<file path="src/rtl/pio_tmg_pkg.sv">
package pio_tmg_pkg;
  localparam int CNT_W = 5;
  localparam int NCLS  = 2;

  typedef enum logic [2:0] {
    ST_IDLE, ST_SETUP, ST_ACTIVE, ST_HOLD, ST_DONE
  } phase_e;

  typedef struct packed {
    logic [CNT_W-1:0] setup;
    logic [CNT_W-1:0] active;
    logic [CNT_W-1:0] hold;
  } tmg_cnt_t;

  function automatic logic [CNT_W-1:0] setup_clks(input logic [1:0] code);
    return CNT_W'(code) + CNT_W'(1);
  endfunction

  function automatic logic [CNT_W-1:0] hold_clks(input logic [2:0] code);
    case (code)
      3'd6:    return CNT_W'(8);
      3'd7:    return CNT_W'(12);
      default: return CNT_W'(code) + CNT_W'(1);
    endcase
  endfunction

  function automatic logic [CNT_W-1:0] active_clks(input logic [2:0] code);
    case (code)
      3'd5:    return CNT_W'(8);
      3'd6:    return CNT_W'(12);
      3'd7:    return CNT_W'(16);
      default: return CNT_W'(code) + CNT_W'(2);
    endcase
  endfunction
endpackage

</file>
<file path="src/rtl/pio_tmg_regs.sv">
module pio_tmg_regs
  import pio_tmg_pkg::*;
#(
  parameter logic [7:0] RST_DATA = 8'hF5,
  parameter logic [7:0] RST_CMD  = 8'hDE
) (
  input  logic                  clk_i,
  input  logic                  rst_ni,
  input  logic                  we_i,
  input  logic                  sel_i,
  input  logic [7:0]            wdata_i,
  output logic [NCLS-1:0][7:0]  tmg_o
);
  localparam logic [NCLS-1:0][7:0] RST_VAL = {RST_CMD, RST_DATA};

  for (genvar g = 0; g < NCLS; g++) begin : g_reg
    logic [7:0] q;
    always_ff @(posedge clk_i or negedge rst_ni) begin
      if (!rst_ni)                       q <= RST_VAL[g];
      else if (we_i && (int'(sel_i) == g)) q <= wdata_i;
    end
    assign tmg_o[g] = q;

    p_write_r10: assert property (@(posedge clk_i) disable iff (!rst_ni)
      (we_i && (int'(sel_i) == g)) |=> (q == $past(wdata_i)));
  end
endmodule

</file>
<file path="src/rtl/pio_tmg_decode.sv">
module pio_tmg_decode
  import pio_tmg_pkg::*;
(
  input  logic     clk_i,
  input  logic     rst_ni,
  input  logic [7:0] tmg_i,
  output tmg_cnt_t cnt_o
);
  always_comb begin
    cnt_o.setup  = setup_clks(tmg_i[7:6]);
    cnt_o.hold   = hold_clks(tmg_i[5:3]);
    cnt_o.active = active_clks(tmg_i[2:0]);
  end

  p_active_range_r2: assert property (@(posedge clk_i) disable iff (!rst_ni)
    (cnt_o.active >= CNT_W'(2)) && (cnt_o.active <= CNT_W'(16)));
  p_hold_range_r3: assert property (@(posedge clk_i) disable iff (!rst_ni)
    (cnt_o.hold >= CNT_W'(1)) && (cnt_o.hold <= CNT_W'(12)));
endmodule

</file>
<file path="src/rtl/pio_tmg_fsm.sv">
module pio_tmg_fsm
  import pio_tmg_pkg::*;
#(
  parameter int ADDR_W = 3,
  parameter int CS_W   = 2
) (
  input  logic                 clk_i,
  input  logic                 rst_ni,
  input  tmg_cnt_t [NCLS-1:0]  cnt_tab_i,
  input  logic                 iordy_en_i,
  input  logic                 req_i,
  input  logic                 cls_i,
  input  logic                 wr_i,
  input  logic [ADDR_W-1:0]    addr_i,
  input  logic [CS_W-1:0]      cs_i,
  input  logic                 iordy_i,
  output logic [ADDR_W-1:0]    addr_o,
  output logic [CS_W-1:0]      cs_o,
  output logic                 rd_o,
  output logic                 wr_o,
  output logic                 done_o
);
  phase_e            state_q;
  tmg_cnt_t          cur_q;
  logic [CNT_W-1:0]  cnt_q;
  logic [ADDR_W-1:0] addr_q;
  logic [CS_W-1:0]   cs_q;
  logic              wr_q;
  logic              ien_q;
  logic              in_cyc;

  always_ff @(posedge clk_i or negedge rst_ni) begin
    if (!rst_ni) begin
      state_q <= ST_IDLE;
      cur_q   <= '0;
      cnt_q   <= '0;
      addr_q  <= '0;
      cs_q    <= '0;
      wr_q    <= 1'b0;
      ien_q   <= 1'b0;
    end else begin
      case (state_q)
        ST_IDLE: if (req_i) begin
          cur_q   <= cnt_tab_i[cls_i];
          cnt_q   <= cnt_tab_i[cls_i].setup - CNT_W'(1);
          addr_q  <= addr_i;
          cs_q    <= cs_i;
          wr_q    <= wr_i;
          ien_q   <= iordy_en_i;
          state_q <= ST_SETUP;
        end
        ST_SETUP: begin
          if (cnt_q == '0) begin
            cnt_q   <= cur_q.active - CNT_W'(1);
            state_q <= ST_ACTIVE;
          end else cnt_q <= cnt_q - CNT_W'(1);
        end
        ST_ACTIVE: begin
          if (cnt_q != '0) cnt_q <= cnt_q - CNT_W'(1);
          else if (!ien_q || iordy_i) begin
            cnt_q   <= cur_q.hold - CNT_W'(1);
            state_q <= ST_HOLD;
          end
        end
        ST_HOLD: begin
          if (cnt_q == '0) state_q <= ST_DONE;
          else             cnt_q   <= cnt_q - CNT_W'(1);
        end
        default: state_q <= ST_IDLE;
      endcase
    end
  end

  assign in_cyc = (state_q == ST_SETUP) || (state_q == ST_ACTIVE) || (state_q == ST_HOLD);
  assign addr_o = in_cyc ? addr_q : '0;
  assign cs_o   = in_cyc ? cs_q : '0;
  assign rd_o   = (state_q == ST_ACTIVE) && !wr_q;
  assign wr_o   = (state_q == ST_ACTIVE) && wr_q;
  assign done_o = (state_q == ST_DONE);

  p_strobe_excl_r11: assert property (@(posedge clk_i) disable iff (!rst_ni)
    !(rd_o && wr_o));
  p_done_pulse_r4: assert property (@(posedge clk_i) disable iff (!rst_ni)
    done_o |=> !done_o);
  p_setup_first_r4: assert property (@(posedge clk_i) disable iff (!rst_ni)
    $rose(rd_o || wr_o) |-> $past(state_q == ST_SETUP));
  p_iordy_wait_r7: assert property (@(posedge clk_i) disable iff (!rst_ni)
    (state_q == ST_ACTIVE && ien_q && !iordy_i) |=> (state_q == ST_ACTIVE));
  p_iordy_ignored_r8: assert property (@(posedge clk_i) disable iff (!rst_ni)
    (state_q == ST_ACTIVE && !ien_q && cnt_q == '0) |=> (state_q == ST_HOLD));
  p_addr_stable_r12: assert property (@(posedge clk_i) disable iff (!rst_ni)
    (state_q == ST_SETUP || state_q == ST_ACTIVE) |=> $stable(addr_o));
  p_busy_ignore_r9: assert property (@(posedge clk_i) disable iff (!rst_ni)
    (state_q != ST_IDLE && req_i) |=> $stable(cur_q));
endmodule

</file>
<file path="src/rtl/pio_timing_gen.sv">
module pio_timing_gen
  import pio_tmg_pkg::*;
#(
  parameter int         ADDR_W   = 3,
  parameter int         CS_W     = 2,
  parameter logic [7:0] RST_DATA = 8'hF5,
  parameter logic [7:0] RST_CMD  = 8'hDE
) (
  input  logic              clk_i,
  input  logic              rst_ni,
  input  logic              tmg_we_i,
  input  logic              tmg_sel_i,
  input  logic [7:0]        tmg_wdata_i,
  input  logic              iordy_en_i,
  input  logic              req_i,
  input  logic              cls_i,
  input  logic              wr_i,
  input  logic [ADDR_W-1:0] req_addr_i,
  input  logic [CS_W-1:0]   req_cs_i,
  input  logic              iordy_i,
  output logic [ADDR_W-1:0] addr_o,
  output logic [CS_W-1:0]   cs_o,
  output logic              rd_o,
  output logic              wr_o,
  output logic              done_o
);
  logic [NCLS-1:0][7:0] tmg;
  tmg_cnt_t [NCLS-1:0]  cnt_tab;

  pio_tmg_regs #(.RST_DATA(RST_DATA), .RST_CMD(RST_CMD)) u_regs (
    .clk_i, .rst_ni, .we_i(tmg_we_i), .sel_i(tmg_sel_i),
    .wdata_i(tmg_wdata_i), .tmg_o(tmg)
  );

  for (genvar g = 0; g < NCLS; g++) begin : g_dec
    pio_tmg_decode u_dec (.clk_i, .rst_ni, .tmg_i(tmg[g]), .cnt_o(cnt_tab[g]));
  end

  pio_tmg_fsm #(.ADDR_W(ADDR_W), .CS_W(CS_W)) u_fsm (
    .clk_i, .rst_ni, .cnt_tab_i(cnt_tab), .iordy_en_i, .req_i, .cls_i, .wr_i,
    .addr_i(req_addr_i), .cs_i(req_cs_i), .iordy_i,
    .addr_o, .cs_o, .rd_o, .wr_o, .done_o
  );
endmodule

</file>
<file path="config.mk">
export PLATFORM = sky130hd
export DESIGN_NAME = pio_timing_gen
export DESIGN_NICKNAME = d
export VERILOG_FILES = /design/src/rtl/pio_tmg_pkg.sv /design/src/rtl/pio_tmg_regs.sv /design/src/rtl/pio_tmg_decode.sv /design/src/rtl/pio_tmg_fsm.sv /design/src/rtl/pio_timing_gen.sv
export SDC_FILE = /design/constraint.sdc
export NUM_CORES = 1
export LEC_CHECK = 0
export ABC_AREA = 1
export BUFFER_PORTS_ARGS = -buffer_cell sky130_fd_sc_hd__buf_2
export CAP_MARGIN = 20
export CORE_MARGIN = 2
export CORE_UTILIZATION = 57
export DETAILED_ROUTE_END_ITERATION = 8
export PLACE_DENSITY_LB_ADDON = 0.2
export SLEW_MARGIN = 20
export SYNTH_ARGS = -nofsm -noshare
export SYNTH_HDL_FRONTEND = slang
export SYNTH_SLANG_ARGS = --single-unit
</file>
<file path="constraint.sdc">
create_clock -name clk_i -period 1.57 [get_ports clk_i]
set_input_delay 0.314 -clock clk_i [delete_from_list [all_inputs] [get_ports clk_i]]
set_output_delay 0.314 -clock clk_i [all_outputs]
set_load 0.05 [all_outputs]
</file>
==> results of run 1 <==
[layer usage]
metal,up-vias,GRT usage,wire (um)
met2,58,0.389,2400
met4,0,0.0893,109
met1,960,0.291,2180
li1,1065,-,-
met3,12,0.0477,193
met5,-,0,0
[power groups by stage]
stage	sequential, W	clock, W	combinational, W
3_3_place_gp	0.00163	0	0.00244
5_1_grt	0.00169	0.000711	0.00334
3_5_place_dp	0.00165	0	0.00249
6_report	0.00164	0.000649	0.00301
4_1_cts	0.00162	0.000659	0.00269
2_1_floorplan	0.00159	0	0.00187
[timing repair]
action,4_1_cts,5_1_grt
setup buffers,3,2
hold buffers,1,0
pin swaps,1,4
endpoints found under the hold margin,25,0
endpoints found under the setup margin,8,15
resized for setup,16,25
[Yosys cell counts, types with 3 or more instances]
master and n:
dfrtp_1 28, o22ai_1 5, nand2_1 113, ha_1 4, buf_2 4, nand3_1 18
a21oi_1 3, dfstp_2 12, nor2_1 26, inv_1 43, o211ai_1 4, o21ai_0 33
[area by class of cell]
class | instances | area share
Inverter | 43 | 0.0599
Timing Repair Buffer | 44 | 0.122
Sequential cell | 40 | 0.372
Clock buffer | 7 | 0.0279
Clock inverter | 1 | 0.00183
Tap cell | 48 | 0.0219
Multi-Input combinational cell | 219 | 0.394
[critical path, stage by stage, from the launching register on]
cell	delay [ns]
dfrtp_2	0.47
nor2_4	0.17
nand2_4	0.10
nor2_4	0.10
buf_8	0.15
[stage by stage]
stage	setup slack, ns	power [W]	util
3_3_place_gp	0.121	0.00406	0.672
2_1_floorplan	-0.265	0.00346	-
5_1_grt	-0.0829	0.00575	0.742
4_1_cts	-0.0222	0.00497	0.713
6_report	-0.0256	0.00530	0.742
3_5_place_dp	0.0776	0.00413	0.672
[worst paths after layout]
path | endpoint | slack, ns | cells past startpoint
worst max-delay path | wr_o | -0.03 | 4
worst min-delay path | u_fsm.ien_q | 0.22 | 3
max in group asynchronous | u_regs.g_reg[0].q[7] | 0.79 | 3
worst min register to register | u_fsm.ien_q | 0.48 | 2
worst max register to register | u_fsm.state_q[1] | 0.06 | 9
min in group asynchronous | u_fsm.wr_q | 0.51 | 3
[kinds of logic after synthesis]
family | Yosys count | share of synthesized area
and+or+nand+nor | 162 | 0.293
xor gates and xnor gates | 3 | 0.0119
AOI/OAI and AO/OA | 50 | 0.127
DFF | 40 | 0.460
buffers and inverters | 49 | 0.0855
adders and majority gates | 4 | 0.0227
[flip-flops by register name, summed over array words and instances, names as in the netlist]
name,count
u_fsm.state_q,3
u_regs.g.q,16
u_fsm.cnt_q,5
u_fsm.wr_q,1
u_fsm.addr_q,3
u_fsm.ien_q,1
u_fsm.cur_q,9
u_fsm.cs_q,2
==> impl_metrics.ini, run 1 <==
[yosys]
synth_top_flop_cell = dfrtp_1
mappedNetlistArea_um2 = 2210
synth_area_per_cell_um2 = 7.17
postSynthCellCount = 308
synthesis.yosys.warnings = 0
synth_top_cell_by_area = dfrtp_1
synth_top_cells_by_area = dfrtp_1 (32%), nand2_1 (19%), dfstp_2 (14%)
synth_nets = 334
asyncSetResetFlopFracSynth = 1.00
yosys_top_cell_area_share = 0.317
yosysSeqAreaShare = 0.460
synth_edf_count = 0
yosys_register_bits = 40
netlist-cell-type-count = 23

[clock_network]
cts-root-to-sink-buffers = 2
number_of_buffers_inserted_during_clock_tree_synthesis = 5
worstSkewPairLatency_ns = 0.29
worst_path_clk_slew_ns = 0.08
cts_htree_levels = 2
clock_sink_count = 40
cts_root_buf = clkbuf_8
cts_tree = built

[final_layout]
most_used_cells_in_the_layout_excluding_fill_and_tap_cells = nand2_1 (112), inv_1 (41), o21ai_0 (33)
layout-area-overhead-vs-synth_pct = 23.8
design.final.nets = 379
finish.cell_count_without_fillers = 402
flip_flop_and_latch_area_um2 = 1020
layout.cells.most_common = nand2_1
layout-drive-gt1-share = 0.232
n_fill_cell = 299
antenna_cells_inserted = 0
stdcell_area_um2 = 2740
area_occupied_by_multi_input_gates_um2 = 1080

[sta]
slew_headroom = 0.703
finalWorstPathRequiredPeriod_ns = 1.60
slew_violations = 0
worstMarginPinSlew_ns = 0.445
fin_crit_sh = 1.02
hold_ws_ns = 0.221
finalClockSkew_ns = 0.0105
report.final.setup_viol = 7
setup-tns-final_ns = -0.0970
timing_hold_violations_final = 0
rsz0062_at_grt = true
setup_slack_ns = -0.0256
achievable-frequency_mhz = 627

[worst_hold_path]
holdCritPathClass = primary input to register
min_from = iordy_en_i

[routing]
routed_via_density = 5.21
dr_total_vias = 2095
route.final.wire_length_um = 4880
detail_route.first_pass.iterations = 4
postRouteAntennaNets = 0
detailedRoute.firstIterationViolations = 147
wl_per_cell_um = 12.1
drc_violations = 0

[die]
placementRows = 22
floorplan.die.width_um = 66.3
effective_utilization_at_floorplan = 0.599
die_height_um = 66.3
io_pins = 30
coreArea_um2 = 3690
die_footprint_um2 = 4390

[global_routing]
grt_start_max_net_pins = 41
grt.total_usage = 0.231
grt_first_pass_wirelength_um = 7770
antenna_found_initial = 0
via_count_of_the_first_global_routing_pass = 1849
grt_overflow_total = 0

[critical_path]
worst_setup_path_start_kind = register
cp.arrival_ns = 1.28
critPathRequiredTime_ns = 1.26
path_class = register to output pin
setup.worst_path.end_class = output pin
r2r-start = u_fsm.cnt_q[0]
critical_path.max_fanout = 5
worstSetupStartpoint = u_fsm.state_q[2]

[power]
power_frac_clock = 0.122
vdd.ir_drop.worst_uv = 1100
cellPowerDensity_nw_per_um2 = 1940
internal_power_w = 0.00284
share_comb_of_total_power = 0.567
net-switching-power_w = 0.00246
leakage_power_nw = 1.42
sw_frac_of_total = 0.464
seqPwrFrac = 0.310

[job]
drv.max_cap_violation_count = 0

[placed_design]
placed_cell_area_um2 = 2480
gp_routability_congestion = 0.884
place.port_buffers = 29
post-place-cells = 388
dp_hpwl_um = 3310

[run_status]
violations_in_the_final_reports = setup timing
status = complete, but fails checks
(Power assumes the default switching activity.)
==> inputs of run 2 (changes only) <==
==> constraint.sdc (replaced) <==
create_clock -name clk_i -period 1.57 [get_ports clk_i]
set_input_delay 0.314 -clock clk_i [delete_from_list [all_inputs] [get_ports clk_i]]
set_output_delay 0.314 -clock clk_i [all_outputs]
set_load 0.005 [all_outputs]
==> impl_metrics.ini, run 2 (same netlist as run 1, synthesis figures left out) <==
[run_status]
status = completed

[die]
floorplan.die.width_um = 66.3
io_pins = 30
die_height_um = 66.3
placementRows = 22
coreArea_um2 = 3690
die_footprint_um2 = 4390
effective_utilization_at_floorplan = 0.599

[clock_network]
number_of_buffers_inserted_during_clock_tree_synthesis = 5
worst_path_clk_slew_ns = 0.07
cts_root_buf = clkbuf_8
cts_htree_levels = 2
cts_tree = built
worstSkewPairLatency_ns = 0.29
cts-root-to-sink-buffers = 2
clock_sink_count = 40

[sta]
rsz0062_at_grt = true
worstMarginPinSlew_ns = 0.484
hold_ws_ns = 0.0637
timing_hold_violations_final = 0
achievable-frequency_mhz = 655
slew_violations = 0
report.final.setup_viol = 0
slew_headroom = 0.677
finalClockSkew_ns = 0.00507
fin_crit_sh = 0.973
finalWorstPathRequiredPeriod_ns = 1.53

[power]
vdd.ir_drop.worst_uv = 716
cellPowerDensity_nw_per_um2 = 1790
leakage_power_nw = 1.38

[final_layout]
layout-drive-gt1-share = 0.207
largest_registers = u_regs.g.q x16, u_fsm.cur_q x9, u_fsm.cnt_q x5
layout.cells.most_common = nand2_1
stdcell_area_um2 = 2590
design.final.nets = 372
max_ffs_per_register = 16
antenna_cells_inserted = 0
layout-area-overhead-vs-synth_pct = 17.2
reg_with_most_ffs = u_regs.g.q
most_used_cells_in_the_layout_excluding_fill_and_tap_cells = nand2_1 (112), inv_1 (40), o21ai_0 (33)

[critical_path]
setup.worst_path.end_class = output pin
cp_cell_sequence = nor2_4, nor2_2, inv_2, nor2_1, buf_2
cp_slowest_stage_delay_ns = 0.45
worst_setup_path_start_kind = register
critical_path.max_fanout = 6
critPathRequiredTime_ns = 1.26
path_class = register to output pin
cp_slowest_cell = dfrtp_2
cp.arrival_ns = 1.21

[placed_design]
place.port_buffers = 29
dp_hpwl_um = 3100
gp_routability_congestion = 0.853
placed_cell_area_um2 = 2420

[routing]
detail_route.first_pass.iterations = 4
postRouteAntennaNets = 0
routed_via_density = 5.17
detailedRoute.firstIterationViolations = 112
wl_per_cell_um = 11.3
dr_total_vias = 2041
drc_violations = 0
route.final.wire_length_um = 4450

[global_routing]
grt_first_pass_wirelength_um = 7990
grtUsageMet1 = 0.314
grt_start_max_net_pins = 41
grt_overflow_total = 0
via_count_of_the_first_global_routing_pass = 1889
gr-usage-met2 = 0.390
met3_usage = 0.0511
grt.busiest_layer = met2
grt.total_usage = 0.241
antenna_found_initial = 0

[job]
drv.max_cap_violation_count = 0

[worst_hold_path]
holdCritPathClass = primary input to async pin
## run 2: repair_timing
item                       in CTS  in global routing
setup buffers                   4                  1
setup endpoints to repair       7                 15
cloned                          0                  0
resized for setup               4                 10
pin swaps                       2                  3
hold buffers                    0                  0
## run 2: worst max-delay path, delay by kind of cell (launching register included)
kind          cells  cell delay [ns]
flops             1             0.45
simple gates      3             0.25
buf+inv           2             0.23
## run 2: final timing paths
check	startpoint	end	slack, ns	depth (start not counted)
setup / recovery	u_fsm.state_q[1]	addr_o[0]	0.04	5
hold / removal	rst_ni	u_fsm.addr_q[2]	0.06	2
hold reg to reg	u_fsm.ien_q	u_fsm.ien_q	0.48	2
setup reg to reg	u_fsm.state_q[1]	u_fsm.cur_q[7]	0.05	7
min in group clk_i	iordy_en_i	u_fsm.ien_q	0.22	3
max in group asynchronous	rst_ni	u_fsm.state_q[1]	1.14	2
## run 2: per-stage QoR
stage                     utilization  worst slack (ns)  instances  total power, W  TNS [ns]
after global placement          0.657             0.150        382         0.00363         0
final                           0.702            0.0428        395         0.00462         0
after CTS                       0.691           0.00499        394         0.00453         0
after floorplan                     -             0.248        308         0.00314         0
after global routing            0.702           -0.0369        395         0.00513    -0.152
after detailed placement        0.657            0.0887        382         0.00371         0
## run 2: final cells by class
cell class / instances / area, um^2
Tap cell: 48 / 60.1
Inverter: 43 / 161
Sequential cell: 40 / 1020
Clock inverter: 2 / 10.0
Timing Repair Buffer: 37 / 218
Fill cell: 320 / 1100
Multi-Input combinational cell: 219 / 1040
Clock buffer: 6 / 82.6
## run 2: routing by layer
metal / wire length [um] / vias up
met5: 0 / -
met3: 239 / 5
li1: - / 1050
met2: 2120 / 56
met4: 77 / 0
met1: 2010 / 930
## run 2: power by group
part	switching [W]	total [W]	internal, W
combinational	0.00139	0.00229	0.000896
clock	0.000344	0.000694	0.000350
sequential	0.000237	0.00164	0.00140
